### src/rtl/kbd_rx_pkg.sv
package kbd_rx_pkg;

  localparam int FRAME_BITS  = 8;
  localparam int KEY_CODE_W  = 7;
  localparam int NUM_KEYS    = 1 << KEY_CODE_W;
  localparam int BIT_CNT_W   = $clog2(FRAME_BITS);

  localparam logic [FRAME_BITS-1:0] CODE_RESET_WARN = 8'h78;
  localparam logic [FRAME_BITS-1:0] CODE_BAD_PREV   = 8'hF9;
  localparam logic [FRAME_BITS-1:0] CODE_OVERFLOW   = 8'hFA;
  localparam logic [FRAME_BITS-1:0] CODE_SELF_FAIL  = 8'hFC;
  localparam logic [FRAME_BITS-1:0] CODE_PWR_BEGIN  = 8'hFD;
  localparam logic [FRAME_BITS-1:0] CODE_PWR_END    = 8'hFE;

  typedef enum logic {
    ST_RECV = 1'b0,
    ST_ACK  = 1'b1
  } rxState_t;

  // strobes from control to datapath
  typedef struct packed {
    logic shiftEn;    // take one serial bit
    logic frameDone;  // this bit completes the byte
  } rxStrobe_t;

  // inverse then rotate right by one
  function automatic logic [FRAME_BITS-1:0] recoverEvent(input logic [FRAME_BITS-1:0] raw);
    logic [FRAME_BITS-1:0] inv;
    inv = ~raw;
    return {inv[0], inv[FRAME_BITS-1:1]};
  endfunction

  function automatic logic isStatus(input logic [FRAME_BITS-1:0] ev);
    logic hit;
    case (ev)
      CODE_RESET_WARN, CODE_BAD_PREV, CODE_OVERFLOW,
      CODE_SELF_FAIL, CODE_PWR_BEGIN, CODE_PWR_END: hit = 1'b1;
      default:                                      hit = 1'b0;
    endcase
    return hit;
  endfunction

endpackage

### src/rtl/kbd_rx_ctrl.sv
module kbd_rx_ctrl
  import kbd_rx_pkg::*;
#(
  parameter int SYNC_STAGES = 2,
  parameter int ACK_CYCLES  = 10625
) (
  input  logic      clk,
  input  logic      rstN,
  input  logic      kbClkIn,
  input  logic      kbDatIn,
  output rxStrobe_t strobe,
  output logic      datSync,
  output logic      ackActive
);

  localparam int ACK_W = $clog2(ACK_CYCLES + 1);

  logic [SYNC_STAGES-1:0] clkSync;
  logic [SYNC_STAGES-1:0] datSyncR;
  logic                   clkPrev;
  logic                   clkRise;
  logic [BIT_CNT_W-1:0]   bitCnt;
  logic [ACK_W-1:0]       ackCnt;
  rxState_t               state;

  // idle-high line: reset to 1 so release gives no false edge
  always_ff @(posedge clk) begin
    if (!rstN) begin
      clkSync  <= '1;
      datSyncR <= '1;
      clkPrev  <= 1'b1;
    end else begin
      clkSync  <= {clkSync[SYNC_STAGES-2:0], kbClkIn};
      datSyncR <= {datSyncR[SYNC_STAGES-2:0], kbDatIn};
      clkPrev  <= clkSync[SYNC_STAGES-1];
    end
  end

  assign clkRise = clkSync[SYNC_STAGES-1] & ~clkPrev;
  assign datSync = datSyncR[SYNC_STAGES-1];

  always_comb begin
    strobe           = '0;
    strobe.shiftEn   = (state == ST_RECV) && clkRise;
    strobe.frameDone = strobe.shiftEn && (bitCnt == BIT_CNT_W'(FRAME_BITS - 1));
  end

  always_ff @(posedge clk) begin
    if (!rstN) begin
      state  <= ST_RECV;
      bitCnt <= '0;
      ackCnt <= '0;
    end else begin
      case (state)
        ST_RECV: begin
          if (strobe.shiftEn) begin
            bitCnt <= strobe.frameDone ? '0 : bitCnt + 1'b1;
          end
          if (strobe.frameDone) begin
            state  <= ST_ACK;
            ackCnt <= ACK_W'(ACK_CYCLES - 1);
          end
        end
        ST_ACK: begin
          if (ackCnt == '0) begin
            state <= ST_RECV;
          end else begin
            ackCnt <= ackCnt - 1'b1;
          end
        end
        default: state <= ST_RECV;
      endcase
    end
  end

  assign ackActive = (state == ST_ACK);

endmodule

### src/rtl/kbd_rx_datapath.sv
module kbd_rx_datapath
  import kbd_rx_pkg::*;
(
  input  logic                  clk,
  input  logic                  rstN,
  input  rxStrobe_t             strobe,
  input  logic                  datIn,
  output logic                  evtValid,
  output logic [KEY_CODE_W-1:0] evtCode,
  output logic                  evtRelease,
  output logic                  statValid,
  output logic [FRAME_BITS-1:0] statCode,
  output logic [NUM_KEYS-1:0]   keyMatrix,
  output logic                  resetPending
);

  logic [FRAME_BITS-1:0] shiftReg;
  logic [FRAME_BITS-1:0] nextByte;
  logic [FRAME_BITS-1:0] evByte;
  logic                  evIsStatus;
  logic                  keyUpd;

  assign nextByte   = {shiftReg[FRAME_BITS-2:0], datIn};
  assign evByte     = recoverEvent(nextByte);
  assign evIsStatus = isStatus(evByte);
  assign keyUpd     = strobe.frameDone && !evIsStatus;

  always_ff @(posedge clk) begin
    if (!rstN) begin
      shiftReg     <= '0;
      evtValid     <= 1'b0;
      statValid    <= 1'b0;
      evtCode      <= '0;
      evtRelease   <= 1'b0;
      statCode     <= '0;
      resetPending <= 1'b0;
    end else begin
      if (strobe.shiftEn) begin
        shiftReg <= nextByte;
      end
      evtValid  <= keyUpd;
      statValid <= strobe.frameDone && evIsStatus;
      if (keyUpd) begin
        evtCode    <= evByte[KEY_CODE_W-1:0];
        evtRelease <= evByte[FRAME_BITS-1];
      end
      if (strobe.frameDone && evIsStatus) begin
        statCode <= evByte;
        if (evByte == CODE_RESET_WARN) begin
          resetPending <= 1'b1;
        end
      end
    end
  end

  // one flop per key code
  for (genvar k = 0; k < NUM_KEYS; k++) begin : g_key
    always_ff @(posedge clk) begin
      if (!rstN) begin
        keyMatrix[k] <= 1'b0;
      end else if (keyUpd && (evByte[KEY_CODE_W-1:0] == KEY_CODE_W'(k))) begin
        keyMatrix[k] <= ~evByte[FRAME_BITS-1];
      end
    end
  end

endmodule

### src/rtl/kbd_rx.sv
module kbd_rx
  import kbd_rx_pkg::*;
#(
  parameter int CLK_KHZ     = 125000,
  parameter int ACK_US      = 85,
  parameter int SYNC_STAGES = 2
) (
  input  logic                  clk,
  input  logic                  rstN,
  input  logic                  kbClkIn,
  input  logic                  kbDatIn,
  output logic                  kbDatLow,
  output logic                  evtValid,
  output logic [KEY_CODE_W-1:0] evtCode,
  output logic                  evtRelease,
  output logic                  statValid,
  output logic [FRAME_BITS-1:0] statCode,
  output logic [NUM_KEYS-1:0]   keyMatrix,
  output logic                  resetPending
);

  localparam int ACK_CYCLES = (CLK_KHZ * ACK_US) / 1000;

  rxStrobe_t strobe;
  logic      datSync;

  kbd_rx_ctrl #(
    .SYNC_STAGES (SYNC_STAGES),
    .ACK_CYCLES  (ACK_CYCLES)
  ) u_ctrl (
    .clk       (clk),
    .rstN      (rstN),
    .kbClkIn   (kbClkIn),
    .kbDatIn   (kbDatIn),
    .strobe    (strobe),
    .datSync   (datSync),
    .ackActive (kbDatLow)
  );

  kbd_rx_datapath u_dp (
    .clk          (clk),
    .rstN         (rstN),
    .strobe       (strobe),
    .datIn        (datSync),
    .evtValid     (evtValid),
    .evtCode      (evtCode),
    .evtRelease   (evtRelease),
    .statValid    (statValid),
    .statCode     (statCode),
    .keyMatrix    (keyMatrix),
    .resetPending (resetPending)
  );

endmodule

### config.mk
export PLATFORM = sky130hd
export DESIGN_NAME = kbd_rx
export DESIGN_NICKNAME = d
export VERILOG_FILES = /design/src/rtl/kbd_rx_pkg.sv /design/src/rtl/kbd_rx_ctrl.sv /design/src/rtl/kbd_rx_datapath.sv /design/src/rtl/kbd_rx.sv
export SDC_FILE = /design/constraint.sdc
export NUM_CORES = 1
export LEC_CHECK = 0
export ABC_AREA = 1
export BUFFER_PORTS_ARGS = -buffer_cell sky130_fd_sc_hd__buf_2
export CAP_MARGIN = 10
export CORE_MARGIN = 2
export CORE_UTILIZATION = 30
export DETAILED_ROUTE_END_ITERATION = 8
export PLACE_DENSITY_LB_ADDON = 0.05
export SLEW_MARGIN = 20
export SYNTH_ARGS = -nofsm -noshare
export SYNTH_HDL_FRONTEND = slang
export SYNTH_HIERARCHICAL = 1
export SYNTH_SLANG_ARGS = --single-unit
### constraint.sdc
create_clock -name clk -period 5.55 [get_ports clk]
set_input_delay 0.555 -clock clk [delete_from_list [all_inputs] [get_ports clk]]
set_output_delay 0.555 -clock clk [all_outputs]
set_load 0.005 [all_outputs]
After elaboration in Yosys (flattened, before gate mapping)
Index checks and enable logic that the tools add are counted.
{ "totals": {"word_cells": 431, "register_bits": 177} }
{ "op_classes": {"eq_ne": 136, "bitwise": 5, "reduce_logical": 139, "add_sub_neg": 2, "muxes": 8} }
{ "op_table": {"columns": ["cell", "n"], "rows": [
  ["== test 7 bit, second input constant", 64],
  ["== test 7 x 6 -> 1 bit, second input constant", 32],
  ["logical AND 1 bit", 132],
  ["== test 7 x 5 -> 1 bit, second input constant", 16],
  ["== test 7 x 4 -> 1 bit, second input constant", 8],
  ["== test 8 bit, second input constant", 5],
  ["== test 7 x 3 -> 1 bit, second input constant", 4],
  ["two-way mux 14 bit", 2],
  ["one-hot mux 14 bit (2 select lines)", 1],
  ["== test 7 x 2 -> 1 bit, second input constant", 2],
  ["logical NOT 14 bit", 1],
  ["subtractor 14 x 1 -> 14 bit, second input constant", 1],
  ["== test 8 x 7 -> 1 bit, second input constant", 1],
  ["NOT 8 bit", 1],
  ["== test 7 x 1 -> 1 bit, second input constant", 1],
  ["logical NOT 7 bit", 1],
  ["AND reduction 2 bit", 3],
  ["OR reduction 6 bit", 1],
  ["adder 3 x 1 -> 3 bit, second input constant", 1],
  ["== test 3 bit, second input constant", 1],
  ["two-way mux 1 bit", 3],
  ["two-way mux 3 bit", 1],
  ["NOT 1 bit", 3],
  ["!= test 2 x 1 -> 1 bit, second input constant", 1],
  ["other kinds (4)", 4]
]} }

Longest topological paths before layout
Gate-level depths: netlist of the first run.
{ "depth": {"ltp_word": 7, "ltp_mapped": 13} }

By module
The synthesis of the first run kept the hierarchy.
{ "modules_own_cells": {"columns": ["mod", "n_inst", "area_each_um2", "cells_per_inst", "seq_area_each_um2"], "rows": [
  ["kbd_rx_datapath", 1, 7902.6, 1259, 3083.0],
  ["kbd_rx_ctrl", 1, 1196.1, 176, 460.4]
]} }

Worst setup path before layout of the first run
Ideal clock, no wire load.
{ "synth_path": {"kind": "flip-flop to flip-flop", "start": "register u_ctrl.state (netlist: u_ctrl/ackActive)", "end": "register u_dp.keyMatrix[47]", "stages_incl_launch_ff": 13, "arrival_time_ns": 1.883, "setup_time_ns": 0.065, "period_less_slack_ns": 1.948, "setup_slack_ns": 3.602, "path_cell_list": "dfxtp_1 -> nor2_1 -> nand2_2 -> inv_2 -> nand2_2 -> inv_1 -> clkbuf_1 -> buf_1 -> buf_1 -> nand4_1 -> nand2_1 -> nand2_1 -> nor2_1"} }
{ "synth_rtl": {"columns": ["item", "line_no", "text"], "rows": [
  ["from (decl)", "kbd_rx_ctrl.sv:24", "rxState_t state;"],
  ["from (signal assigned)", "kbd_rx_ctrl.sv:50", "state <= ST_RECV;"],
  ["from (signal assigned)", "kbd_rx_ctrl.sv:60", "state <= ST_ACK;"],
  ["from (signal assigned)", "kbd_rx_ctrl.sv:66", "state <= ST_RECV;"],
  ["to (signal, indexed assignment)", "kbd_rx_datapath.sv:62", "keyMatrix[k] <= ~evByte[FRAME_BITS-1];"],
  ["to (decl)", "kbd_rx_datapath.sv:13", "output logic [NUM_KEYS-1:0] keyMatrix,"]
]} }

==> results.md, run 1 <==
- Max-slew headroom: 29.5%
- DP HPWL: 19300 um
- Clk sinks: 177
- Clk slew on worst S/H paths: 0.07 ns
- Largest net degree at the start of global routing: 90
- CTS Buf Count: 17
- Die Area: 31700 sq um
- Largest cells by area after synthesis: dfxtp_1, nand2_1, nor2_1
- Yosys synthesis warning count: 6
- P_sw: 626 uW
- Root Driver: clkbuf_16
- Iteration count of the initial detailed-routing pass: 5
- EDFF count, synth: 0
- Nets: 1525
- # resized after CTS: 0
- Startpoint types: register
- Synth unique cells: 24
- All-layer global routing usage: 20.3%
- DR vias: 9276
- CP cell instances: nor2_1 -> nand2_2 -> inv_2 -> nand2_2 -> inv_4 -> inv_1 -> nor2_4 -> buf_12 -> nand3_1 -> nand2_1 -> nor2_1
- Final hold vios: 0
- Depth of the most critical reg-to-reg path: 11
- Logic pwr share: 3.2%
- Die Y: 178 um
- Final worst path period need: 3.43 ns
- Setup TNS: 0 ns
- Int Pwr: 1920 uW
- Endpoints failing setup: 0
- First-pass GRT wire length: 49600 um
- Slowest-stage cell, CP: nor2_4
- Switching fraction of total power: 24.6%
- Instance count on the critical path: 11
- Share of layout cells above drive strength 1: 15.2%
- Global placement routability congestion: 0.774
- Mapped Cells: 1435
- Status: finished, final reports clean
- GRT Residual Overflow: 0
- P_leak: 0.00464 uW
- Vias in the first global route: 8598
- IO Pins: 152
- Dominant synthesized flop cell: dfxtp_1
- Worst EP arrival: 3.72 ns
- Top-count cell post-synth: nand2_1
- VDD IR-drop max: 0.189 mV
- Post-synth top cells: nand2_1, nor2_1, dfxtp_1, inv_1, nand3_1
- FP Rows: 63
- Die width: 178 um
- Slowest stage delay, CP: 0.73 ns
- Initial antenna violation count: 0
- Critical R2R Capture: u_dp/keyMatrix[34]
- Post-CTS Setup Bufs: 0
- CP Launch Point: u_ctrl/ackActive
- Crit path to: u_dp/keyMatrix[34]
- R2r setup slk: 2.12 ns
- Pwr/cell area: 242 nW/um^2
- DRT iter0 DRCs: 744
- Post-route cell area: 10500 sq um
- Clock share of power: 46.6%
- HP Class: input port to register
- Worst Path Class, Setup: register to register
- Max_cap viols: 0
- Crit Path Max Fanout: 76
- # DRC: 0
- Async SR Flop Fraction: 0%
- Initial Util: 30.6%
- WL final: 32100 um
- Routed wire per std cell: 16.7 um
- Largest area contributor in the netlist: dfxtp_1
- Post-DRT Antenna Nets: 0
- CTS tree: yes
- Final period utilization: 61.8%
- Vias per cell: 4.83
- Synth top area share: 38.9%
- RSZ-0062 raised after global routing: no
- Area grow syn2layout: 15.6%
- Final Skew: 0.0143 ns
- Mean Syn Cell Area: 6.34 sq um
- Hold_buf cts: 0
- Placed inst area: 9970 sq um
- Core Area: 29700 sq um
- Diode count: 0
- Clock latency on the worst-skew pair: 0.44 ns
- Buf/Inv on CP: 4
- Syn nets: 1442
- Port Buffers: 151
- Buffer depth of the longest clock path: 2
- Worst Tran Pin Value: 1.06 ns
- Number of synthesized register bits: 177
- Sequential power share: 50.2%
- Hold Path Depth: 2
- Mapped cell area: 9100 sq um
- Register area share after synthesis: 38.9%
- Htree depth: 4
- RR Startpoint: u_ctrl/ackActive
- Worst setup EP type: register
- Worst path top cell family by delay: simple AND/OR/NAND/NOR gates
- Count of pins over their slew limit: 0
- Peak Freq: 291 MHz
- Hold Slack: 0.315 ns
- Data required time at the worst endpoint: 5.83 ns
## layer usage
metal,wire [um],global-route usage (%),up-vias
met1,15300,28.8,4278
met4,520,5.33,0
met2,14700,31.9,245
met5,0,0,-
li1,-,-,4725
met3,1560,3.15,28
## sequential cells by signal (all words and copies together) (netlist names), 2 cells and up
register and count:
u_dp/shiftReg 7, u_ctrl/clkSync 2, u_ctrl/datSyncR 2, u_ctrl/ackCnt 14, u_dp/evtCode 7, u_dp/keyMatrix 128
u_dp/statCode 8, u_ctrl/bitCnt 3
## cell usage in the layout (no fill, tap or decap), types with 5 or more instances in the layout
cell       instances
a21oi_1           27
a21oi_2            6
buf_2            151
buf_4              8
clkbuf_16         17
dfxtp_1          177
inv_1            149
inv_2              7
nand2_1          333
nand2_2           11
nand3_1          146
nand4_1          124
nor2_1           315
nor2_4             5
o21ai_0           15
or2_2              5
## how the worst min path moves through the flow
stage,slack [ns],from,to
2_1_floorplan,0.39,u_ctrl/clkSync[0],u_ctrl/clkSync[1]
3_3_place_gp,0.40,u_ctrl/clkSync[0],u_ctrl/clkSync[1]
3_5_place_dp,0.40,u_ctrl/clkSync[0],u_ctrl/clkSync[1]
4_1_cts,0.29,kbClkIn,u_ctrl/clkSync[0]
5_1_grt,0.30,kbClkIn,u_ctrl/clkSync[0]
6_report,0.31,kbClkIn,u_ctrl/clkSync[0]
## cell type report
class,count,area [sq um]
fill,3348,19200
sequential,177,3540
timing repair buffer,160,836
tap,390,488
clock buffer,21,450
inverter,159,604
multi-input combinational,1003,4500
clock inverter,11,105
## power by group through the flow
stage	Clock [uW]	Combinational, uW	Sequential (uW)
CTS	1230	82.0	1280
global route	1270	88.8	1280
floorplan	0	53.3	1310
finish	1190	81.3	1280
detailed placement	0	82.3	1310
global placement	0	81.9	1310
## per-stage QoR
| step | instances | utilization (%) | worst slack, ns | total power (uW) |
|---|---|---|---|---|
| 3_5_place_dp | 1889 | 33.5 | 2.08 | 1390 |
| 2_1_floorplan | 1435 | - | 3.60 | 1360 |
| 6_report | 1921 | 35.4 | 2.12 | 2540 |
| 5_1_grt | 1921 | 35.4 | 1.79 | 2640 |
| 3_3_place_gp | 1889 | 33.5 | 2.11 | 1390 |
| 4_1_cts | 1921 | 35.4 | 2.08 | 2590 |
## cell families (layout without fill, tap and decap cells)
| logic type | Yosys count | in the layout | synth area share [%] |
|---|---|---|---|
| AO/OA/AOI/OAI | 48 | 48 | 2.89 |
| XOR/XNOR | 2 | 2 | 0.193 |
| adder cells (fa/ha/maj) | 3 | 3 | 0.413 |
| buffers and inverters | 255 | 351 | 11.8 |
| flip-flops | 177 | 177 | 38.9 |
| AND/OR/NAND/NOR | 950 | 950 | 45.8 |
No activity file was read; power rests on OpenSTA's default activity.
==> run 2: changes to the inputs <==
==> constraint.sdc (replaced) <==
create_clock -name clk -period 2.9 [get_ports clk]
set_input_delay 0.29 -clock clk [delete_from_list [all_inputs] [get_ports clk]]
set_output_delay 0.29 -clock clk [all_outputs]
set_load 0.005 [all_outputs]
==> run 2 against run 1 <==
  * Design area up 1.6%
  * Sequential power up 91%
  * Global-route usage up 0.17 points
  * Clock skew about the same
  * Clock power up 100%
  * Die area unchanged
  * Total power up 98%
  * Sequential cell count unchanged
  * Sequential share of layout area down 0.54 points
  * Critical path depth down 1
  * Largest cell class unchanged
==> results.md, run 2 (synthesized netlist as in run 1, its figures left out) <==
- WL final: 32200 um (was 32100 um)
- Hold Slack: 0.0475 ns (was 0.315 ns)
- Global placement routability congestion: 0.775 (was 0.774)
- Clock latency on the worst-skew pair: 0.44 ns (about the same)
- Switching fraction of total power: 23.6% (was 24.6%)
- Pwr/cell area: 472 nW/um^2 (was 242 nW/um^2)
- Nets: 1530 (was 1525)
- Vias per cell: 4.87 (was 4.83)
- Status: finished, final reports clean (unchanged)
- Final period utilization: 81.6% (was 61.8%)
- Routed wire per std cell: 16.7 um (about the same)
- Worst Tran Pin Value: 0.842 ns (was 1.06 ns)
- Worst path top cell family by delay: buffers and inverters (was simple AND/OR/NAND/NOR gates)
- Placed instance count: 1894 (was 1889)
- Biggest regs: u_dp/keyMatrix: 128 flops, u_ctrl/ackCnt: 14 flops, u_dp/statCode: 8 flops (unchanged)
- Crit Path Max Fanout: 65 (was 76)
- All-layer global routing usage: 20.4% (was 20.3%)
- CTS Buf Count: 17 (unchanged)
- Clock share of power: 48.2% (was 46.6%)
- Most common cell after layout, fill and taps aside: nand2_1 (unchanged)
- CP cell instances: nor2_1 -> nand2_2 -> inv_2 -> nand2_2 -> inv_4 -> buf_4 -> nand4_1 -> nand2_1 -> nand2_1 -> nor2_1 (was nor2_1 -> nand2_2 -> inv_2 -> nand2_2 -> inv_4 -> inv_1 -> nor2_4 -> buf_12 -> nand3_1 -> nand2_1 -> nor2_1)
- Die Y: 178 um (unchanged)
- Slowest stage delay, CP: 0.62 ns (was 0.73 ns)
- Max-slew headroom: 43.7% (was 29.5%)
- Final Util: 36.0% (was 35.4%)
- Commonest non-fill, non-tap cells in the layout: nand2_1, nor2_1, dfxtp_1, buf_2, inv_1 (unchanged)
- Buffer depth of the longest clock path: 2 (unchanged)
- Vias in the first global route: 8560 (was 8598)
- Diode count: 0 (unchanged)
- Port Buffers: 151 (unchanged)
- Root Driver: clkbuf_16 (unchanged)
- RSZ-0062 raised after global routing: no (unchanged)
- Logic pwr share: 3.3% (was 3.2%)
- Post-CTS Setup Bufs: 0 (unchanged)
- Setup TNS: 0 ns (unchanged)
- Startpoint types: register (unchanged)
- Top reg by flops: u_dp/keyMatrix (unchanged)
- First-pass GRT wire length: 50000 um (was 49600 um)
- Worst EP arrival: 2.74 ns (was 3.72 ns)
- Int Pwr: 3850 uW (was 1920 uW)
- RR Startpoint: u_ctrl/ackActive (unchanged)
- HP Class: input port to register (unchanged)
- Largest net degree at the start of global routing: 124 (was 90)
- Flip-flop count of the largest register after layout: 128 (unchanged)
- FP Rows: 63 (unchanged)
- # DRC: 0 (unchanged)
- GRT Residual Overflow: 0 (unchanged)
- Worst Path Class, Setup: register to register (unchanged)
- Iteration count of the initial detailed-routing pass: 6 (was 5)
- HP Start: kbDatIn (was kbClkIn)
- Core Area: 29700 sq um (unchanged)
- Hold_buf cts: 0 (unchanged)
- Buf/Inv on CP: 3 (was 4)
- Share of layout cells above drive strength 1: 15.4% (was 15.2%)
- IO Pins: 152 (unchanged)
- DRT iter0 DRCs: 755 (was 744)
- Initial Util: 30.6% (unchanged)
- P_sw: 1190 uW (was 626 uW)
- Peak Freq: 422 MHz (was 291 MHz)
- Endpoints failing setup: 0 (unchanged)
- VDD IR-drop max: 0.366 mV (was 0.189 mV)
- DR vias: 9371 (was 9276)
- Count of pins over their slew limit: 0 (unchanged)
- DP HPWL: 19100 um (was 19300 um)
- Post-DRT Antenna Nets: 0 (unchanged)
- Clk slew on worst S/H paths: 0.07 ns (about the same)
- Data required time at the worst endpoint: 3.27 ns (was 5.83 ns)
- CP Launch Point: u_ctrl/ackActive (unchanged)
- Die width: 178 um (unchanged)
- Final hold vios: 0 (unchanged)
- Initial antenna violation count: 0 (unchanged)
- Setup ws final: 0.533 ns (was 2.12 ns)
- Slowest-stage cell, CP: buf_4 (was nor2_4)
- Die Area: 31700 sq um (unchanged)
- Worst setup EP type: register (unchanged)
- P_leak: 0.00472 uW (was 0.00464 uW)
- Sequential power share: 48.5% (was 50.2%)
- Clk sinks: 177 (unchanged)
- Max_cap viols: 0 (unchanged)
- CTS tree: yes (unchanged)
- Final Skew: 0.0142 ns (was 0.0143 ns)
- Final worst path period need: 2.37 ns (was 3.43 ns)
- Htree depth: 4 (unchanged)
- Non-Filler Instances: 1926 (was 1921)
- Pre-CTS WS: 0.593 ns (was 2.08 ns)
- # resized after CTS: 0 (unchanged)
- Area grow syn2layout: 17.5% (was 15.6%)
## run 2: final timing paths
check                             to  slack [ns]  cells after the start
setup / recovery   u_dp/keyMatrix[7]        0.53                     10
hold / removal    u_ctrl/datSyncR[0]        0.05                      2
setup reg to reg   u_dp/keyMatrix[7]        0.53                     10
hold reg to reg    u_ctrl/clkSync[1]        0.41                      1
## run 2: routing by layer
metal,share of wire [%],wire [um],track usage (%)
met1,48,15500,28.9
met3,5.3,1690,3.03
met4,1.3,426,5.74
met5,0,0,0
met2,45,14600,32.3
## run 2: area by class of cell
| type | instances | area [sq um] |
|---|---|---|
| Clock buffer | 21 | 450 |
| Sequential cell | 177 | 3540 |
| Tap cell | 390 | 488 |
| Fill cell | 3248 | 19000 |
| Clock inverter | 11 | 151 |
| Inverter | 159 | 604 |
| Timing Repair Buffer | 165 | 961 |
| Multi-Input combinational cell | 1003 | 4500 |
## run 2: per-stage QoR
stage,cell area (sq um),total power (uW)
final,10700,5040
after global routing,10700,5230
after CTS,10700,5130
after detailed placement,10100,2670
after global placement,10100,2670
after floorplan,9100,2600
## run 2: power by group through the flow
| stage | combinational, uW | sequential (uW) | clock, uW |
|---|---|---|---|
| 6_report | 167 | 2450 | 2430 |
| 5_1_grt | 181 | 2450 | 2610 |
| 4_1_cts | 170 | 2440 | 2510 |
| 3_5_place_dp | 169 | 2500 | 0 |
| 3_3_place_gp | 171 | 2500 | 0 |
| 2_1_floorplan | 102 | 2500 | 0 |
